[src/rtl/pvic_pkg.sv]
package pvic_pkg;

    typedef enum logic [2:0] {
        TIER_NONE = 3'd0,
        TIER_LP   = 3'd1,
        TIER_L0   = 3'd2,
        TIER_L1   = 3'd3,
        TIER_L2   = 3'd4,
        TIER_L3   = 3'd5
    } tier_e;

    typedef enum logic [1:0] {
        ADDR_BASE = 2'd0,
        ADDR_PRIO = 2'd1,
        ADDR_MODE = 2'd2
    } addr_e;

    localparam int NUM_PINS    = 2;
    localparam int PIN_BASE    = 7;
    localparam int PERIPH_BASE = PIN_BASE + NUM_PINS;

    function automatic tier_e field_to_tier(input logic [1:0] f);
        case (f)
            2'd1:    return TIER_L0;
            2'd2:    return TIER_L1;
            2'd3:    return TIER_L2;
            default: return TIER_NONE;
        endcase
    endfunction

endpackage

[src/rtl/pvic_pin_sense.sv]
module pvic_pin_sense (
    input  logic clk,
    input  logic rst,
    input  logic pin_n_i,
    input  logic edge_mode_i,
    input  logic clr_i,
    output logic req_o
);
    logic sync1, sync2, prev, pend;
    logic fall;

    assign fall = prev & ~sync2;

    always_ff @(posedge clk) begin
        if (rst) begin
            sync1 <= 1'b1;
            sync2 <= 1'b1;
            prev  <= 1'b1;
            pend  <= 1'b0;
        end else begin
            sync1 <= pin_n_i;
            sync2 <= sync1;
            prev  <= sync2;
            if (!edge_mode_i)
                pend <= 1'b0;
            else if (fall)
                pend <= 1'b1;
            else if (clr_i)
                pend <= 1'b0;
        end
    end

    assign req_o = edge_mode_i ? pend : ~sync2;

    // a latched edge survives until acknowledged
    a_r9_pending_held: assert property (@(posedge clk) disable iff (rst)
        (edge_mode_i && pend && !clr_i) |=> pend);

    // a detected falling edge always sets the flag
    a_r9_edge_sets: assert property (@(posedge clk) disable iff (rst)
        (edge_mode_i && prev && !sync2) |=> pend);

endmodule

[src/rtl/pvic_arbiter.sv]
module pvic_arbiter #(
    parameter int NSRC  = 14,
    parameter int IDX_W = $clog2(NSRC)
) (
    input  logic             clk,
    input  logic             rst,
    input  pvic_pkg::tier_e  tier_i [NSRC],
    output logic             hit_o,
    output pvic_pkg::tier_e  tier_o,
    output logic [IDX_W-1:0] idx_o
);
    import pvic_pkg::*;

    always_comb begin
        tier_o = TIER_NONE;
        idx_o  = '0;
        for (int i = NSRC - 1; i >= 0; i--) begin
            if (tier_i[i] != TIER_NONE && tier_i[i] >= tier_o) begin
                tier_o = tier_i[i];
                idx_o  = IDX_W'(i);
            end
        end
        hit_o = (tier_o != TIER_NONE);
    end

    // the chosen source is itself at the reported tier
    a_r1_winner_tier: assert property (@(posedge clk) disable iff (rst)
        hit_o |-> (tier_i[idx_o] == tier_o));

endmodule

[src/rtl/pvic_top.sv]
module pvic_top #(
    parameter int NP     = 4,
    parameter int DATA_W = 16
) (
    input  logic              clk,
    input  logic              rst,
    input  logic              wr_en,
    input  logic [1:0]        wr_addr,
    input  logic [DATA_W-1:0] wr_data,
    input  logic [NP-1:0]     periph_irq,
    input  logic [1:0]        ext_pin_n,
    input  logic [3:0]        swi_req,
    input  logic              swi_lp,
    input  logic              exc_illegal,
    input  logic              exc_stack_ovf,
    input  logic              exc_misalign,
    input  logic [2:0]        core_mask,
    input  logic              ack_valid,
    input  logic [$clog2(pvic_pkg::PERIPH_BASE + NP + 1)-1:0] ack_src,
    output logic              irq_req,
    output logic [2:0]        irq_lvl,
    output logic [$clog2(pvic_pkg::PERIPH_BASE + NP + 1)-1:0] irq_src,
    output logic [DATA_W-1:0] irq_vec
);
    import pvic_pkg::*;

    localparam int NSRC   = PERIPH_BASE + NP + 1;
    localparam int IDX_W  = $clog2(NSRC);
    localparam int LP_IDX = NSRC - 1;
    localparam int NPROG  = NUM_PINS + NP;
    localparam int PRIO_W = 2 * NPROG;

    logic [DATA_W-1:0]   base_q;
    logic [PRIO_W-1:0]   prio_q;
    logic [NUM_PINS-1:0] mode_q;
    logic [NUM_PINS-1:0] pin_req;
    tier_e               tier [NSRC];
    logic                hit;
    tier_e               win_tier;
    logic [IDX_W-1:0]    win_idx;

    always_ff @(posedge clk) begin
        if (rst) begin
            base_q <= '0;
            prio_q <= '0;
            mode_q <= '0;
        end else if (wr_en) begin
            case (addr_e'(wr_addr))
                ADDR_BASE: base_q <= wr_data;
                ADDR_PRIO: prio_q <= wr_data[PRIO_W-1:0];
                ADDR_MODE: mode_q <= wr_data[NUM_PINS-1:0];
                default:   ;
            endcase
        end
    end

    for (genvar p = 0; p < NUM_PINS; p++) begin : g_pin
        pvic_pin_sense u_sense (
            .clk         (clk),
            .rst         (rst),
            .pin_n_i     (ext_pin_n[p]),
            .edge_mode_i (mode_q[p]),
            .clr_i       (ack_valid && ack_src == IDX_W'(PIN_BASE + p)),
            .req_o       (pin_req[p])
        );
    end

    always_comb begin
        tier[0] = exc_illegal   ? TIER_L3 : TIER_NONE;
        tier[1] = exc_stack_ovf ? TIER_L3 : TIER_NONE;
        tier[2] = exc_misalign  ? TIER_L3 : TIER_NONE;
        tier[3] = swi_req[3]    ? TIER_L3 : TIER_NONE;
        tier[4] = swi_req[2]    ? TIER_L2 : TIER_NONE;
        tier[5] = swi_req[1]    ? TIER_L1 : TIER_NONE;
        tier[6] = swi_req[0]    ? TIER_L0 : TIER_NONE;
        for (int p = 0; p < NUM_PINS; p++)
            tier[PIN_BASE + p] = pin_req[p] ? field_to_tier(prio_q[2*p +: 2]) : TIER_NONE;
        for (int k = 0; k < NP; k++)
            tier[PERIPH_BASE + k] = periph_irq[k] ? field_to_tier(prio_q[2*(NUM_PINS+k) +: 2])
                                                  : TIER_NONE;
        tier[LP_IDX] = swi_lp ? TIER_LP : TIER_NONE;
    end

    pvic_arbiter #(.NSRC(NSRC), .IDX_W(IDX_W)) u_arb (
        .clk    (clk),
        .rst    (rst),
        .tier_i (tier),
        .hit_o  (hit),
        .tier_o (win_tier),
        .idx_o  (win_idx)
    );

    assign irq_req = hit && (win_tier == TIER_L3 || 3'(win_tier) > core_mask);
    assign irq_lvl = 3'(win_tier);
    assign irq_src = win_idx;
    assign irq_vec = base_q + DATA_W'({win_idx, 1'b0});

    // any non-maskable event reaches the core at the top tier
    a_r3_nmi_forward: assert property (@(posedge clk) disable iff (rst)
        (exc_illegal || exc_stack_ovf || exc_misalign || swi_req[3])
            |-> (irq_req && irq_lvl == 3'(TIER_L3)));

    // the bottom tier only ever comes from the low software request
    a_r2_lp_only_soft: assert property (@(posedge clk) disable iff (rst)
        (irq_req && irq_lvl == 3'(TIER_LP)) |-> (swi_lp && irq_src == IDX_W'(LP_IDX)));

    // a masked core never sees the bottom tier
    a_r5_lp_masked: assert property (@(posedge clk) disable iff (rst)
        (core_mask >= 3'(TIER_LP) && irq_req) |-> (irq_lvl != 3'(TIER_LP)));

    // no request in the cycle after reset
    a_r10_quiet_after_reset: assert property (@(posedge clk)
        $past(rst) |-> !irq_req);

endmodule

[config.mk]
export PLATFORM = sky130hd
export DESIGN_NAME = pvic_top
export DESIGN_NICKNAME = d
export VERILOG_FILES = /design/src/rtl/pvic_pkg.sv /design/src/rtl/pvic_pin_sense.sv /design/src/rtl/pvic_arbiter.sv /design/src/rtl/pvic_top.sv
export SDC_FILE = /design/constraint.sdc
export NUM_CORES = 1
export LEC_CHECK = 0
export BUFFER_PORTS_ARGS = -buffer_cell sky130_fd_sc_hd__buf_4
export CORE_ASPECT_RATIO = 0.75
export CORE_MARGIN = 1
export CORE_UTILIZATION = 40
export DETAILED_ROUTE_END_ITERATION = 8
export PLACE_DENSITY = 0.71
export SETUP_SLACK_MARGIN = 0.02
export SYNTH_ARGS = -nofsm -noshare
export SYNTH_HDL_FRONTEND = slang
export SYNTH_SLANG_ARGS = --single-unit
[constraint.sdc]
create_clock -name clk -period 12.6 [get_ports clk]
set_input_delay 0.63 -clock clk [delete_from_list [all_inputs] [get_ports clk]]
set_output_delay 0.63 -clock clk [all_outputs]
set_load 0.005 [all_outputs]
; Yosys cells after proc, flatten, opt, wreduce, memory -nomap -nowiden
; Index checks and enable logic that the tools add are counted.
[word_totals]
regBits = 38
inputBits = 43
output_inout_bits = 24
[classes]
add_sub_neg = 1
n_lt_le_gt_ge = 15
n_eq_ne = 23
mux = 54
n_bitwise = 6
reduce_logical = 41
[op_table]
columns = cell, n
row1 = $mux 3, 24
row2 = $mux 4, 14
row3 = $pmux 3 s3, 6
row4 = $reduce_bool 3->1, 15
row5 = $ge 3x3->1, 10
row6 = $eq 2x2->1 const B, 13
row7 = $logic_and 1x1->1, 17
row8 = $add 16x5->16, 1
row9 = $eq 2x1->1 const B, 7
row10 = $mux 1, 8
row11 = $ge 2x3->1, 2
row12 = $reduce_and 2->1, 3
row13 = $eq 4x3->1 const B, 1
row14 = $eq 4x4->1 const B, 1
row15 = $mux 2, 2
row16 = $not 1->1, 4
row17 = $reduce_bool 2->1, 2
row18 = $reduce_or 2->1, 2
row19 = $eq 3x3->1 const B, 1
row20 = $ge 3x1->1, 1
row21 = $gt 3x3->1, 1
row22 = $and 1x1->1, 2
row23 = $logic_not 2->1, 1
row24 = $ge 1x1->1 const B, 1
row25 = $logic_or 1x1->1, 1

; Logic depth before layout (Yosys ltp)
; Gate-level depths: netlist of run 1.
[logic_depth]
word_depth = 46
mapped_depth = 84
mapped_depth_nobuf = 84

; By module
; A second synthesis of run 1 with hierarchy kept.
[unflattened]
hier_cells = 571
area_unflattened_um2 = 4212.8
[by_module_without_submodules]
columns = module, n_inst, cells_per_inst, area_per_inst_um2, seq_area_each_um2
row1 = pvic_arbiter, 1, 332, 2118.3, 0.0
row2 = pvic_top, 1, 213, 1799.2, 600.6
row3 = pvic_pin_sense, 2, 13, 147.6, 80.1

; Worst setup path before layout of run 1
; No wires, ideal clock.
[synth_path]
kind = input -> output
start = input port periph_irq[3]
end = output port irq_vec[15]
arrival_time_ps = 12874
required_time_ps = 11970
setup_slack_ps = -904
stages = 79
path_cell_list = nand2_1 > ha_1 > nand2b_1 > nor2_1 > o21bai_1 > ha_1 > nor2b_4 > o21ai_4 > and2_4 > mux2_4 > ha_1 > nor2b_1 > o21a_1 > nor2_1 > nand2_1 > o21a_1 > ha_1 > nand2b_1 > [43 not listed] > a21oi_1 > nor2_1 > nor2_1 > o31a_1 > or3_1 > ha_1 > inv_1 > a21oi_1 > o21ai_0 > o21a_4 > o21a_1 > fa_1 > a21o_1 > a21oi_1 > nor2_1 > and4_1 > nand4_1 > xnor2_1
[synth_via]
elab_chain_cells = 41
word_cells_on_any_way = 54
classes_between = add/sub: 1 / order compare: 13 / mux: 26 / reduce/logical: 14
[synth_rtl]
columns = element, line
row1 = start: declaration, pvic_top.sv:10  ; input logic [NP-1:0] periph_irq,
row2 = $mux 3 (*), pvic_top.sv:79  ; tier[PERIPH_BASE + k] = periph_irq[k] ? field_to_tier(prio_q[2*(NUM_PINS+k) +: 2])
row3 = $ge 3x1->1 or $reduce_bool 3->1 (tied branches), pvic_arbiter.sv:18  ; if (tier_i[i] != TIER_NONE && tier_i[i] >= tier_o) begin
row4 = $logic_and 1x1->1, pvic_arbiter.sv:18
row5 = $mux 3, pvic_arbiter.sv:18
row6 = $ge 3x3->1, pvic_arbiter.sv:18
row7 = $logic_and 1x1->1, pvic_arbiter.sv:18
row8 = $mux 3, pvic_arbiter.sv:18
row9 = $ge 3x3->1, pvic_arbiter.sv:18
row10 = [26 not listed], --
row11 = $ge 3x3->1, pvic_arbiter.sv:18
row12 = $logic_and 1x1->1, pvic_arbiter.sv:18
row13 = $mux 3, pvic_arbiter.sv:18
row14 = $ge 3x3->1, pvic_arbiter.sv:18
row15 = $logic_and 1x1->1, pvic_arbiter.sv:18
row16 = $mux 4 (*), pvic_arbiter.sv:18
row17 = "net irq_src, one bit", pvic_top.sv:22  ; output logic [$clog2(pvic_pkg::PERIPH_BASE + NP + 1)-1:0] irq_src,
row18 = $add 16x5->16 (*), pvic_top.sv:96  ; assign irq_vec = base_q + DATA_W'({win_idx, 1'b0});
row19 = end: declaration, pvic_top.sv:23  ; output logic [DATA_W-1:0] irq_vec
; Mark *: on every way through the listed nets, which the timed path passes. The rest lies on a longest branch.

; Worst setup path after layout of run 1
[layout_path]
start = register prio_q[10]
end = output port irq_req
[layout_via]
elab_chain_cells = 45
word_cells_on_any_way = 50
classes_between = order compare: 14 / eq/ne: 4 / mux: 15 / reduce/logical: 17
[layout_rtl]
columns = element, line
row1 = start: declaration, pvic_top.sv:34  ; logic [PRIO_W-1:0] prio_q;
row2 = start signal: assignment, pvic_top.sv:50  ; ADDR_PRIO: prio_q <= wr_data[PRIO_W-1:0];
row3 = $eq 2x2->1 or $eq 2x1->1 (tied branches), pvic_pkg.sv:23  ; case (f)
row4 = $pmux 3 s3 (*), pvic_pkg.sv:23
row5 = $mux 3 (*), pvic_top.sv:79
row6 = $ge 3x1->1 or $reduce_bool 3->1 (tied branches), pvic_arbiter.sv:18
row7 = $logic_and 1x1->1, pvic_arbiter.sv:18
row8 = $mux 3 (*), pvic_arbiter.sv:18
row9 = $ge 3x3->1, pvic_arbiter.sv:18
row10 = $logic_and 1x1->1, pvic_arbiter.sv:18
row11 = [29 not listed], --
row12 = $logic_and 1x1->1, pvic_arbiter.sv:18
row13 = $mux 3 (*), pvic_arbiter.sv:18
row14 = $ge 3x3->1, pvic_arbiter.sv:18
row15 = $logic_and 1x1->1, pvic_arbiter.sv:18
row16 = $mux 3 (*), pvic_arbiter.sv:18
row17 = $gt 3x3->1 or $eq 3x3->1 (tied branches), pvic_top.sv:93  ; assign irq_req = hit && (win_tier == TIER_L3 || 3'(win_tier) > core_mask);
row18 = $logic_or 1x1->1, pvic_top.sv:93
row19 = $logic_and 1x1->1 (*), pvic_top.sv:93
row20 = end: declaration, pvic_top.sv:20  ; output logic irq_req,
; Every way passes the cells marked *; elsewhere a longest branch is shown, timed or not.

==> impl_results.md, run 1 <==
* Status: finished, violations left
* Failing checks: setup timing
* Placed inst area at roughly 5000 um2
* Pwr/cell area at roughly 83 nW/um2
* Placed Cells at 696
* Core ar. at about 8500 um2
* Syn. warnings at 0
* Die Ht at around 84 um
* H-tree lvl count at 2
* First-pass GRT wire length at 17500 um
* Unrepaired setup endpoints after global routing: true
* Nets at around 740
* CP Launch Type: flop
* Slowest CP cell: or3_1
* Required time of the critical path at between 10 and 15 ns
* N_diodes at 0
* I/O pins at between 60 and 70
* Post-DR vias/cell at 5.32
* Worst setup margin at -0.753 ns
* Leak Pwr at between 2 and 3 nW
* Worst hold path class: flop to flop
* Most frequent cells in the layout: 183 x buf_4, 80 x nand2_1, 40 x a21oi_1, 36 x dfxtp_1, 34 x ha_1
* Layout Cells excl Fill at about 760
* Vias in the first global route at between 3000 and 4000
* Initial detailed-routing violation count at roughly 210
* Synth cell types at a little under 80
* Hold slack at 0.416 ns
* Final setup violation count at 15
* Crit path max fanout at 4
* Worst skew pair latency at approximately 0.28 ns
* Drt total wl at about 12000 um
* Post-Route Skew at 0.00336 ns
* Final Max Slew Viols at 0
* Pre-antenna DRT Iters at 4
* Drt wl/cell at 15.4 um
* Die W at between 100 and 150 um
* Area Overhead vs Synth at 64.2%
* Maxcap violations at 0
* Most common cell on crit path: ha_4
* Async set or reset register ratio after synthesis at 0%
* Largest net degree at the start of global routing at 39
* Rel. slew slack at between 30% and 40%
* Commonest non-fill, non-tap cell in the layout: buf_4
* Syn Area/Cell at just under 8 um2
* Max VDD drop at between 0.09 and 0.1 mV
* Filler instances at between 600 and 700
* Initial Util at 41.6%
* Final instance area at 5820 um2
* Antenna violations before repair at 0
* Max stage delay on crit path at around 0.36 ns
* CTS buffer count at 5
* Actual slew at the worst max-slew pin at between 0.8 and 0.9 ns
* Post-Synthesis Cells at 459
* Part of the cycle the worst path needs at 106%
* Grt ovf at 0
* Post-Syn Nets at 551
* Final Hold Viols at 0
* Number of synthesized register bits at 38
* Fmax at between 70 and 80 MHz
* Final cell utilization of the core at a little under 70%
* Post-Syn Area at approximately 3500 um2
* # rows at 29
* Post-synth EDFFs at 0
* Routed Antenna Nets at 0
* Critical setup path kind: flop to primary output
* Seq/Total Area, Yosys at between 20% and 30%
* Critical Path AT at approximately 13 ns
* Clk sink count at 38
* Setup crit end kind: primary output
* Via count at 4020
* CTS tree: built
* Setup TNS at -8.48 ns
* CTS root buffer: clkbuf_16
* HPWL Detailed at about 8000 um
* Worst-path clk slew at 0.05 ns
* RePlAce Congestion at 0.873
* Tmin final at ~13 ns
* Die ar. at 9240 um2
* Fraction of layout cells with a size suffix above 1 at between 50% and 60%
* GRT Util Overall at between 20% and 30%
* CTS Buffer Depth at 2
* PortBufs at 66
* DR DRC count at 0
* Top_reg_cell synth: dfxtp_1
synth_stat cells, types with 4 or more instances:
cell      instances  area (um2)
a21o_1            4        30.0
or2_2             8        50.1
clkbuf_1          9        33.8
o21ai_0          12        60.1
nor2b_1           4        25.0
nand2b_1          8        50.1
ha_1             48         601
nor3_1            5        25.0
dfxtp_1          38         761
a31oi_1           5        31.3
mux2i_1           6        60.1
o21a_1            5        37.5
a21oi_1          53         265
and2_1           10        62.6
or3_1             4        25.0
nand2_1          86         323
xnor2_1          10        87.6
inv_1            38         143
nor2_1           22        82.6
nor3b_1           4        30.0
where the power goes:
part	switching [mW]	leakage, nW	total, mW	internal (mW)
Sequential	0.00392	0.310	0.128	0.124
Clock	0.0462	0.0739	0.125	0.0784
Combinational	0.100	2.27	0.228	0.127
Total	0.151	2.66	0.480	0.330
critical path, delay by kind of cell, from the launching register on:
kind                       cells  cell delay, ns
muxes                          1            0.31
and+or+nand+nor               27            3.48
DFF                            1            0.32
buffers and inverters         12            0.97
AOI/OAI and AO/OA             30            4.36
adders and majority gates     12            2.95
flip-flops by register name (all words and copies together), names as in the netlist:
register             flops
mode_q                   2
prio_q                  12
g_pin.u_sense.prev       2
base_q                  16
g_pin.u_sense.sync1      2
g_pin.u_sense.sync2      2
g_pin.u_sense.pend       2
routing by layer:
layer	vias to the layer above	share of wire (%)	GRT usage (%)
met5	-	0	0
met4	0	1.9	6.30
met3	23	3.6	3.78
met2	96	51	40.3
met1	1919	44	28.9
li1	1982	-	-
what timing repair did:
| item | CTS | global route |
|---|---|---|
| pin swaps | 65 | 40 |
| hold buffers | 0 | 0 |
| buffers inserted | 32 | 21 |
| resized for setup | 40 | 31 |
| setup endpoints to repair | 16 | 22 |
cell type report:
type                    count  area [um2]  share of cell area (%)
repair buffers            191        1460                    25.2
clock buffers               7         143                    2.45
flip-flops and latches     38         763                    13.1
clock inverters             1        5.00                  0.0860
inverters                  39         146                    2.52
multi-input cells         371        3160                    54.4
well taps                 108         135                    2.32
through the flow:
stage                     power [mW]  worst slack (ns)
after floorplan                0.226           -0.0471
after global placement         0.296            -0.471
after detailed placement       0.302            -0.823
after CTS                      0.452            -0.476
after global routing           0.505             -1.50
final                          0.480            -0.753
logic make-up (layout without fill, tap and decap cells):
group                    after synthesis  in the layout  synth area share [%]
AO/OA/AOI/OAI                        124            124                  24.9
XOR/XNOR                              13             13                  3.21
adder cells (fa/ha/maj)               49             49                  17.5
buffers and inverters                 50            238                  5.44
flip-flops                            38             38                  21.5
multiplexers                           7              7                  2.12
AND/OR/NAND/NOR                      178            178                  25.4
worst paths after layout:
kind	startpoint	slack, ns	cells past startpoint	to
worst min register to register	g_pin[1].u_sense.sync1	0.42	1	g_pin[1].u_sense.sync2
worst max-delay path	prio_q[10]	-0.75	82	irq_req
worst max register to register	g_pin[0].u_sense.pend	11.77	4	g_pin[0].u_sense.pend
worst min-delay path	g_pin[1].u_sense.sync1	0.42	1	g_pin[1].u_sense.sync2
No activity file was read; power rests on OpenSTA's default activity.
==> run 2: changes to the inputs <==
--- a/config.mk
+++ b/config.mk
@@ -6,11 +6,13 @@
 export NUM_CORES = 1
 export LEC_CHECK = 0
 export BUFFER_PORTS_ARGS = -buffer_cell sky130_fd_sc_hd__buf_4
+export CELL_PAD_IN_SITES_DETAIL_PLACEMENT = 1
+export CELL_PAD_IN_SITES_GLOBAL_PLACEMENT = 2
 export CORE_ASPECT_RATIO = 0.75
 export CORE_MARGIN = 1
-export CORE_UTILIZATION = 40
+export CORE_UTILIZATION = 29
 export DETAILED_ROUTE_END_ITERATION = 8
-export PLACE_DENSITY = 0.71
+export PLACE_DENSITY = 0.85
 export SETUP_SLACK_MARGIN = 0.02
 export SYNTH_ARGS = -nofsm -noshare
 export SYNTH_HDL_FRONTEND = slang
==> run 2 against run 1 <==
  * Critical path depth decreased by 3
  * Critical path type unchanged
  * First-iteration DRC count decreased by 45%
  * Largest cell class unchanged
  * Global-route usage decreased by 1.5 points
  * Cell area increased by 4.9%
  * Critical endpoint is now irq_vec[15]
  * Maximum frequency decreased by 2.4%
  * Sequential cell count unchanged
  * Sequential share of layout area decreased by 0.62 points
  * The run still ends with setup timing left
==> impl_results.md, run 2 (synthesis results as in run 1) <==
* Crit path max fanout at 5 (was 4)
* Failing checks: setup timing (unchanged)
* Most frequent cells in the layout: 176 x buf_4, 76 x nand2_1, 41 x a21oi_1, 36 x dfxtp_1, 32 x ha_1 (was 183 x buf_4, 80 x nand2_1, 40 x a21oi_1, 36 x dfxtp_1, 34 x ha_1)
* Worst reg2reg startpoint: g_pin[0].u_sense.pend (unchanged)
* Clk sink count at 38 (unchanged)
* RePlAce Congestion at 0.828 (was 0.873)
* Reg2reg setup slack at 11.73 ns (was 11.77 ns)
* CTS buffer count at 5 (unchanged)
* Worst setup path start: prio_q[11] (was prio_q[10])
* HPWL Detailed at 9510 um (was 8040 um)
* I/O pins at 67 (unchanged)
* Max VDD drop at 0.0602 mV (was 0.0969 mV)
* Fmax at 73.1 MHz (was 74.9 MHz)
* Largest net degree at the start of global routing at 39 (unchanged)
* Tmin final at 13.68 ns (was 13.35 ns)
* Rel. slew slack at 35.0% (was 39.9%)
* First-pass GRT wire length at 21800 um (was 17500 um)
* Core ar. at 11700 um2 (was 8530 um2)
* Hold slack at 0.411 ns (was 0.416 ns)
* CTS Buffer Depth at 2 (unchanged)
* Slowest CP cell: dfxtp_2 (was or3_1)
* Required time of the critical path at 11.97 ns (about the same)
* Nets at 741 (was 738)
* Drt total wl at 14400 um (was 11600 um)
* Critical setup path kind: flop to primary output (unchanged)
* Final Max Slew Viols at 0 (unchanged)
* FF-to-FF End: g_pin[0].u_sense.pend (unchanged)
* Via count at 4134 (was 4020)
* CP endpoint: irq_vec[15] (was irq_req)
* Post-CTS Hold Buffers at 0 (unchanged)
* Die W at 130 um (was 111 um)
* Max reg flops at 16 (unchanged)
* Leak Pwr at 2.71 nW (was 2.66 nW)
* Setup crit end kind: primary output (unchanged)
* Pwr/cell area at 81.6 nW/um2 (was 82.5 nW/um2)
* Die Ht at 97.7 um (was 83.5 um)
* Largest registers: base_q: 16 flops, prio_q: 12 flops (unchanged)
* Worst skew pair latency at 0.28 ns (about the same)
* Grt ovf at 0 (unchanged)
* Setup TNS at -13.34 ns (was -8.48 ns)
* Final setup violation count at 17 (was 15)
* Pre-antenna DRT Iters at 4 (unchanged)
* N_diodes at 0 (unchanged)
* Commonest non-fill, non-tap cell in the layout: buf_4 (unchanged)
* DR DRC count at 0 (unchanged)
* Most flops, register: base_q (unchanged)
* Die ar. at 12700 um2 (was 9240 um2)
* Critical Path AT at 13.05 ns (was 12.72 ns)
* GRT Util Overall at 21.4% (was 22.9%)
* R2R depth at 4 (unchanged)
* Worst hold path class: flop to flop (unchanged)
* Post-DR vias/cell at 5.09 (was 5.32)
* PortBufs at 66 (unchanged)
* Vias in the first global route at 4430 (was 3874)
* Worst setup margin at -1.08 ns (was -0.753 ns)
* Status: finished, violations left (unchanged)
* Initial detailed-routing violation count at 114 (was 206)
* Setup WS pre-CTS at -1.27 ns (was -0.823 ns)
* Fraction of layout cells with a size suffix above 1 at 53.1% (was 50.1%)
* Drt wl/cell at 17.8 um (was 15.4 um)
* Maxcap violations at 0 (unchanged)
* Antenna violations before repair at 0 (unchanged)
* Initial Util at 30.2% (was 41.6%)
* CTS tree: built (unchanged)
* Actual slew at the worst max-slew pin at 0.971 ns (was 0.898 ns)
* Unrepaired setup endpoints after global routing: true (unchanged)
* # rows at 34 (was 29)
* Final Hold Viols at 0 (unchanged)
* Max stage delay on crit path at 0.38 ns (was 0.36 ns)
* Routed Antenna Nets at 0 (unchanged)
* Area Overhead vs Synth at 72.4% (was 64.2%)
* Post-Route Skew at 0.00663 ns (was 0.00336 ns)
* CTS root buffer: clkbuf_16 (unchanged)
* Worst-path clk slew at 0.06 ns (was 0.05 ns)
* Part of the cycle the worst path needs at 109% (was 106%)
* H-tree lvl count at 2 (unchanged)
* CP Launch Type: flop (unchanged)
==> run 2: changes by cell type in the layout (fill, tap and decap cells not counted), sizes merged <==
cell,change
buf,+3
==> run 2: worst min-delay path by stage <==
stage / depth (start not counted) / endpoint / startpoint
CTS: 1 / g_pin[1].u_sense.sync2 / g_pin[1].u_sense.sync1
global route: 1 / g_pin[1].u_sense.sync2 / g_pin[1].u_sense.sync1
finish: 1 / g_pin[1].u_sense.sync2 / g_pin[1].u_sense.sync1
detailed placement: 1 / g_pin[1].u_sense.sync2 / g_pin[1].u_sense.sync1
floorplan: 1 / g_pin[0].u_sense.sync2 / g_pin[0].u_sense.sync1
global placement: 1 / g_pin[1].u_sense.sync2 / g_pin[1].u_sense.sync1
==> run 2: power breakdown <==
group / total (mW) / internal, mW / switching (mW)
clock: 0.127 / 0.0785 / 0.0487
combinational: 0.243 / 0.133 / 0.111
sequential: 0.128 / 0.124 / 0.00389
total: 0.499 / 0.335 / 0.163
==> run 2: area by class of cell <==
cell class / instances / area (um2)
clock buffers: 7 / 143
well taps: 162 / 203
flip-flops and latches: 38 / 763
multi-input cells: 371 / 3320
clock inverters: 1 / 5.00
repair buffers: 194 / 1520
inverters: 39 / 149
fillers: 1382 / 5630
==> run 2: repair_timing <==
action | CTS | global route
pin swaps | 58 | 63
gates resized for setup | 48 | 64
setup endpoints to repair | 22 | 22
buffers inserted | 36 | 25
==> run 2: worst max-delay path, delay by kind of cell, from the launching register on <==
kind / cells / cell delay, ns
and+or+nand+nor: 22 / 2.60
DFF: 1 / 0.38
xor gates and xnor gates: 1 / 0.14
adders and majority gates: 12 / 3.10
buffers and inverters: 13 / 1.08
AOI/OAI and AO/OA: 29 / 4.85
muxes: 2 / 0.58
==> run 2: routing by layer <==
layer | global-route usage, % | wire (um)
met1 | 26.4 | 6200
met2 | 39.6 | 7490
met3 | 3.40 | 468
met4 | 2.68 | 258
met5 | 0 | 0
==> run 2: stage by stage <==
stage          total power [mW]  instance area (um2)  std cells  util, %
6_report                  0.499                 6110        812     52.0
4_1_cts                   0.460                 5660        793     48.2
2_1_floorplan             0.226                 3800        459        -
5_1_grt                   0.524                 6110        812     52.0
3_3_place_gp              0.299                 5020        750     42.7
3_5_place_dp              0.308                 5020        750     42.7
==> run 3: changes to the inputs <==
--- a/config.mk
+++ b/config.mk
@@ -8,7 +8,7 @@
 export BUFFER_PORTS_ARGS = -buffer_cell sky130_fd_sc_hd__buf_4
 export CELL_PAD_IN_SITES_DETAIL_PLACEMENT = 1
 export CELL_PAD_IN_SITES_GLOBAL_PLACEMENT = 2
-export CORE_ASPECT_RATIO = 0.75
+export CORE_ASPECT_RATIO = 0.6
 export CORE_MARGIN = 1
 export CORE_UTILIZATION = 29
 export DETAILED_ROUTE_END_ITERATION = 8
==> run 3 against run 2 <==
  * The flow still finishes with violations (setup timing)
  * Total power is 4.6% lower
  * Setup slack improved by 0.18 ns
  * Worst hold slack lost 0.0020 ns
  * Die area is essentially flat
  * Combinational power is 8.2% lower
  * Sequential share of layout area increased by 0.27 points
  * Critical path type unchanged
  * Critical endpoint is now irq_vec[11]
  * Largest power group unchanged
==> impl_results.md, run 3 (synthesis results as in run 1) <==
* Area Overhead vs Synth at 68.7% (was 72.4%)
* CP Launch Type: flop (unchanged)
* CTS root buffer: clkbuf_16 (unchanged)
* Flop pwr share at 27.0% (was 25.7%)
* Final Max Slew Viols at 0 (unchanged)
* Clk pwr share at 26.2% (was 25.5%)
* N_diodes at 0 (unchanged)
* Routed Antenna Nets at 0 (unchanged)
* Actual slew at the worst max-slew pin at 0.957 ns (was 0.971 ns)
* WP buf/inv at 11 (was 13)
* H-tree lvl count at 2 (unchanged)
* Comb power frac at 46.9% (was 48.8%)
* Failing checks: setup timing (unchanged)
* Critical setup path kind: flop to primary output (unchanged)
* Die ar. at 12700 um2 (about the same)
* Int Pwr at 0.325 mW (was 0.335 mW)
* Final instance area at 5980 um2 (was 6110 um2)
* Vias in the first global route at 4301 (was 4430)
* HPWL Detailed at 10000 um (was 9510 um)
* Stages on the worst setup path at 79 (unchanged)
* Post-DR vias/cell at 4.94 (was 5.09)
* Worst skew pair latency at 0.28 ns (about the same)
* Most common cell on crit path: ha_4
* Unrepaired setup endpoints after global routing: true (unchanged)
* # rows at 30 (was 34)
* Leak Pwr at 2.71 nW (about the same)
* Hold Path Cell Cnt at 1 (unchanged)
* CTS buffer count at 5 (unchanged)
* Commonest non-fill, non-tap cell in the layout: buf_4 (unchanged)
* Max VDD drop at 0.0977 mV (was 0.0602 mV)
* Final Hold Viols at 0 (unchanged)
* Layout Cells excl Fill at 813 (was 812)
* Most frequent cells in the layout: 187 x buf_4, 77 x nand2_1, 43 x a21oi_1, 36 x dfxtp_1, 33 x ha_1 (was 176 x buf_4, 76 x nand2_1, 41 x a21oi_1, 36 x dfxtp_1, 32 x ha_1)
* Worst Hold End: g_pin[1].u_sense.sync2 (unchanged)
* R2R depth at 4 (unchanged)
* Tmin final at 13.50 ns (was 13.68 ns)
* PortBufs at 66 (unchanged)
* Max stage delay on crit path at 0.39 ns (was 0.38 ns)
* Initial Util at 30.6% (was 30.2%)
* CTS Buffer Depth at 2 (unchanged)
* Post-Route Skew at 0.00119 ns (was 0.00663 ns)
* Status: finished, violations left (unchanged)
* DR DRC count at 0 (unchanged)
* I/O pins at 67 (unchanged)
* Fraction of layout cells with a size suffix above 1 at 50.7% (was 53.1%)
* Largest registers: base_q: 16 flops, prio_q: 12 flops (unchanged)
* Core ar. at 11600 um2 (was 11700 um2)
* Fraction of power spent switching nets at 31.7% (was 32.7%)
* Drt total wl at 13300 um (was 14400 um)
* Post-CTS Hold Buffers at 0 (unchanged)
* Worst hold path class: flop to flop (unchanged)
* Setup crit end kind: primary output (unchanged)
* Part of the cycle the worst path needs at 107% (was 109%)
* Required time of the critical path at 11.97 ns (about the same)
* Drt wl/cell at 16.3 um (was 17.8 um)
* Reg2reg setup slack at 11.72 ns (was 11.73 ns)
* Fmax at 74.1 MHz (was 73.1 MHz)
* RePlAce Congestion at 0.869 (was 0.828)
* CTS tree: built (unchanged)
* Die W at 145 um (was 130 um)
* Crit path max fanout at 5 (unchanged)
* Worst-path clk slew at 0.06 ns (about the same)
* Worst setup margin at -0.898 ns (was -1.08 ns)
* Final setup violation count at 15 (was 17)
* Initial detailed-routing violation count at 104 (was 114)
* Placed Cells at 752 (was 750)
* Slowest CP cell: fa_2 (was dfxtp_2)
* Via count at 4019 (was 4134)
* Total chip power at 0.475 mW (was 0.499 mW)
* Worst Hold Launch: g_pin[1].u_sense.sync1 (unchanged)
* Pre-antenna DRT Iters at 4 (unchanged)
* Maxcap violations at 0 (unchanged)
* Antenna violations before repair at 1 (was 0)
* Largest net degree at the start of global routing at 39 (unchanged)
* Rel. slew slack at 34.4% (was 35.0%)
* Max reg flops at 16 (unchanged)
* Placed inst area at 5040 um2 (was 5020 um2)
* CP top delay family: compound AO/OA/AOI/OAI gates (unchanged)
* Grt ovf at 0 (unchanged)
* Clk sink count at 38 (unchanged)
* First-pass GRT wire length at 21000 um (was 21800 um)
* Most flops, register: base_q (unchanged)
* Net Sw Power at 0.151 mW (was 0.163 mW)
* Worst reg2reg startpoint: g_pin[0].u_sense.pend (unchanged)
* Pwr/cell area at 79.5 nW/um2 (was 81.6 nW/um2)
* Nets at 744 (was 741)
* FF-to-FF End: g_pin[0].u_sense.pend (unchanged)
* Critical Path AT at 12.87 ns (was 13.05 ns)
* Die Ht at 87.6 um (was 97.7 um)
* GRT Util Overall at 21.1% (was 21.4%)
## run 3: cell types whose count changed in the layout (fill, tap and decap cells not counted), moves of 3 or more
cell / before / now
inv_1: 27 / 31
nor2_2: 5 / 2
inv_2: 11 / 7
o21ai_1: 2 / 5
buf_6: 18 / 10
buf_4: 176 / 187
## run 3: metrics by stage
step | setup slack (ns) | hold WS, ns | setup TNS (ns) | utilization (%)
after floorplan | -0.0471 | 0.389 | -0.140 | -
final | -0.898 | 0.409 | -10.97 | 51.5
after global routing | -1.54 | 0.430 | -22.62 | 51.5
after detailed placement | -1.19 | 0.397 | -14.08 | 43.5
after CTS | -0.728 | 0.411 | -8.45 | 49.6
after global placement | -0.633 | 0.392 | -6.33 | 43.5
## run 3: area by class of cell
class	instances	area, um2
clock inverter	1	5.00
fill	1362	5620
inverter	39	149
tap	160	200
timing repair buffer	197	1520
sequential	38	763
multi-input combinational	371	3200
clock buffer	7	143
## run 3: per-layer routing
layer  global-route usage [%]  routed length (um)  vias to the layer above  part of all wire, %
li1                         -                   -                     1985                    -
met3                     2.52                 318                       17                  2.4
met4                     3.64                 148                        0                  1.1
met5                        0                   0                        -                    0
met2                     38.0                6570                       69                   50
met1                     27.5                6230                     1948                   47
## run 3: worst max-delay path by stage
stage	from	to	slack (ns)
4_1_cts	prio_q[10]	irq_vec[15]	-0.73
6_report	prio_q[11]	irq_vec[11]	-0.90
5_1_grt	prio_q[10]	irq_vec[15]	-1.54
3_5_place_dp	periph_irq[3]	irq_vec[12]	-1.19
3_3_place_gp	periph_irq[3]	irq_vec[12]	-0.63
2_1_floorplan	periph_irq[3]	irq_vec[12]	-0.05
## run 3: worst reg2reg max path, stage by stage, from the launching register on
cell and delay [ns]:
dfxtp_1 0.33, inv_1 0.06, a21oi_1 0.13, a21oi_1 0.06
nor3b_1 0.21
## run 3: power by group through the flow
stage,clock network [mW],registers [mW],logic (mW)
floorplan,0,0.129,0.0964
global placement,0,0.130,0.172
detailed placement,0,0.130,0.179
CTS,0.128,0.128,0.207
global route,0.134,0.129,0.241
finish,0.124,0.128,0.223
## run 3: timing repair
item | 4_1_cts | 5_1_grt
cloned | 0 | 0
buffers inserted | 39 | 15
endpoints found under the setup margin | 22 | 22
resized for setup | 59 | 24
pin swaps | 61 | 23
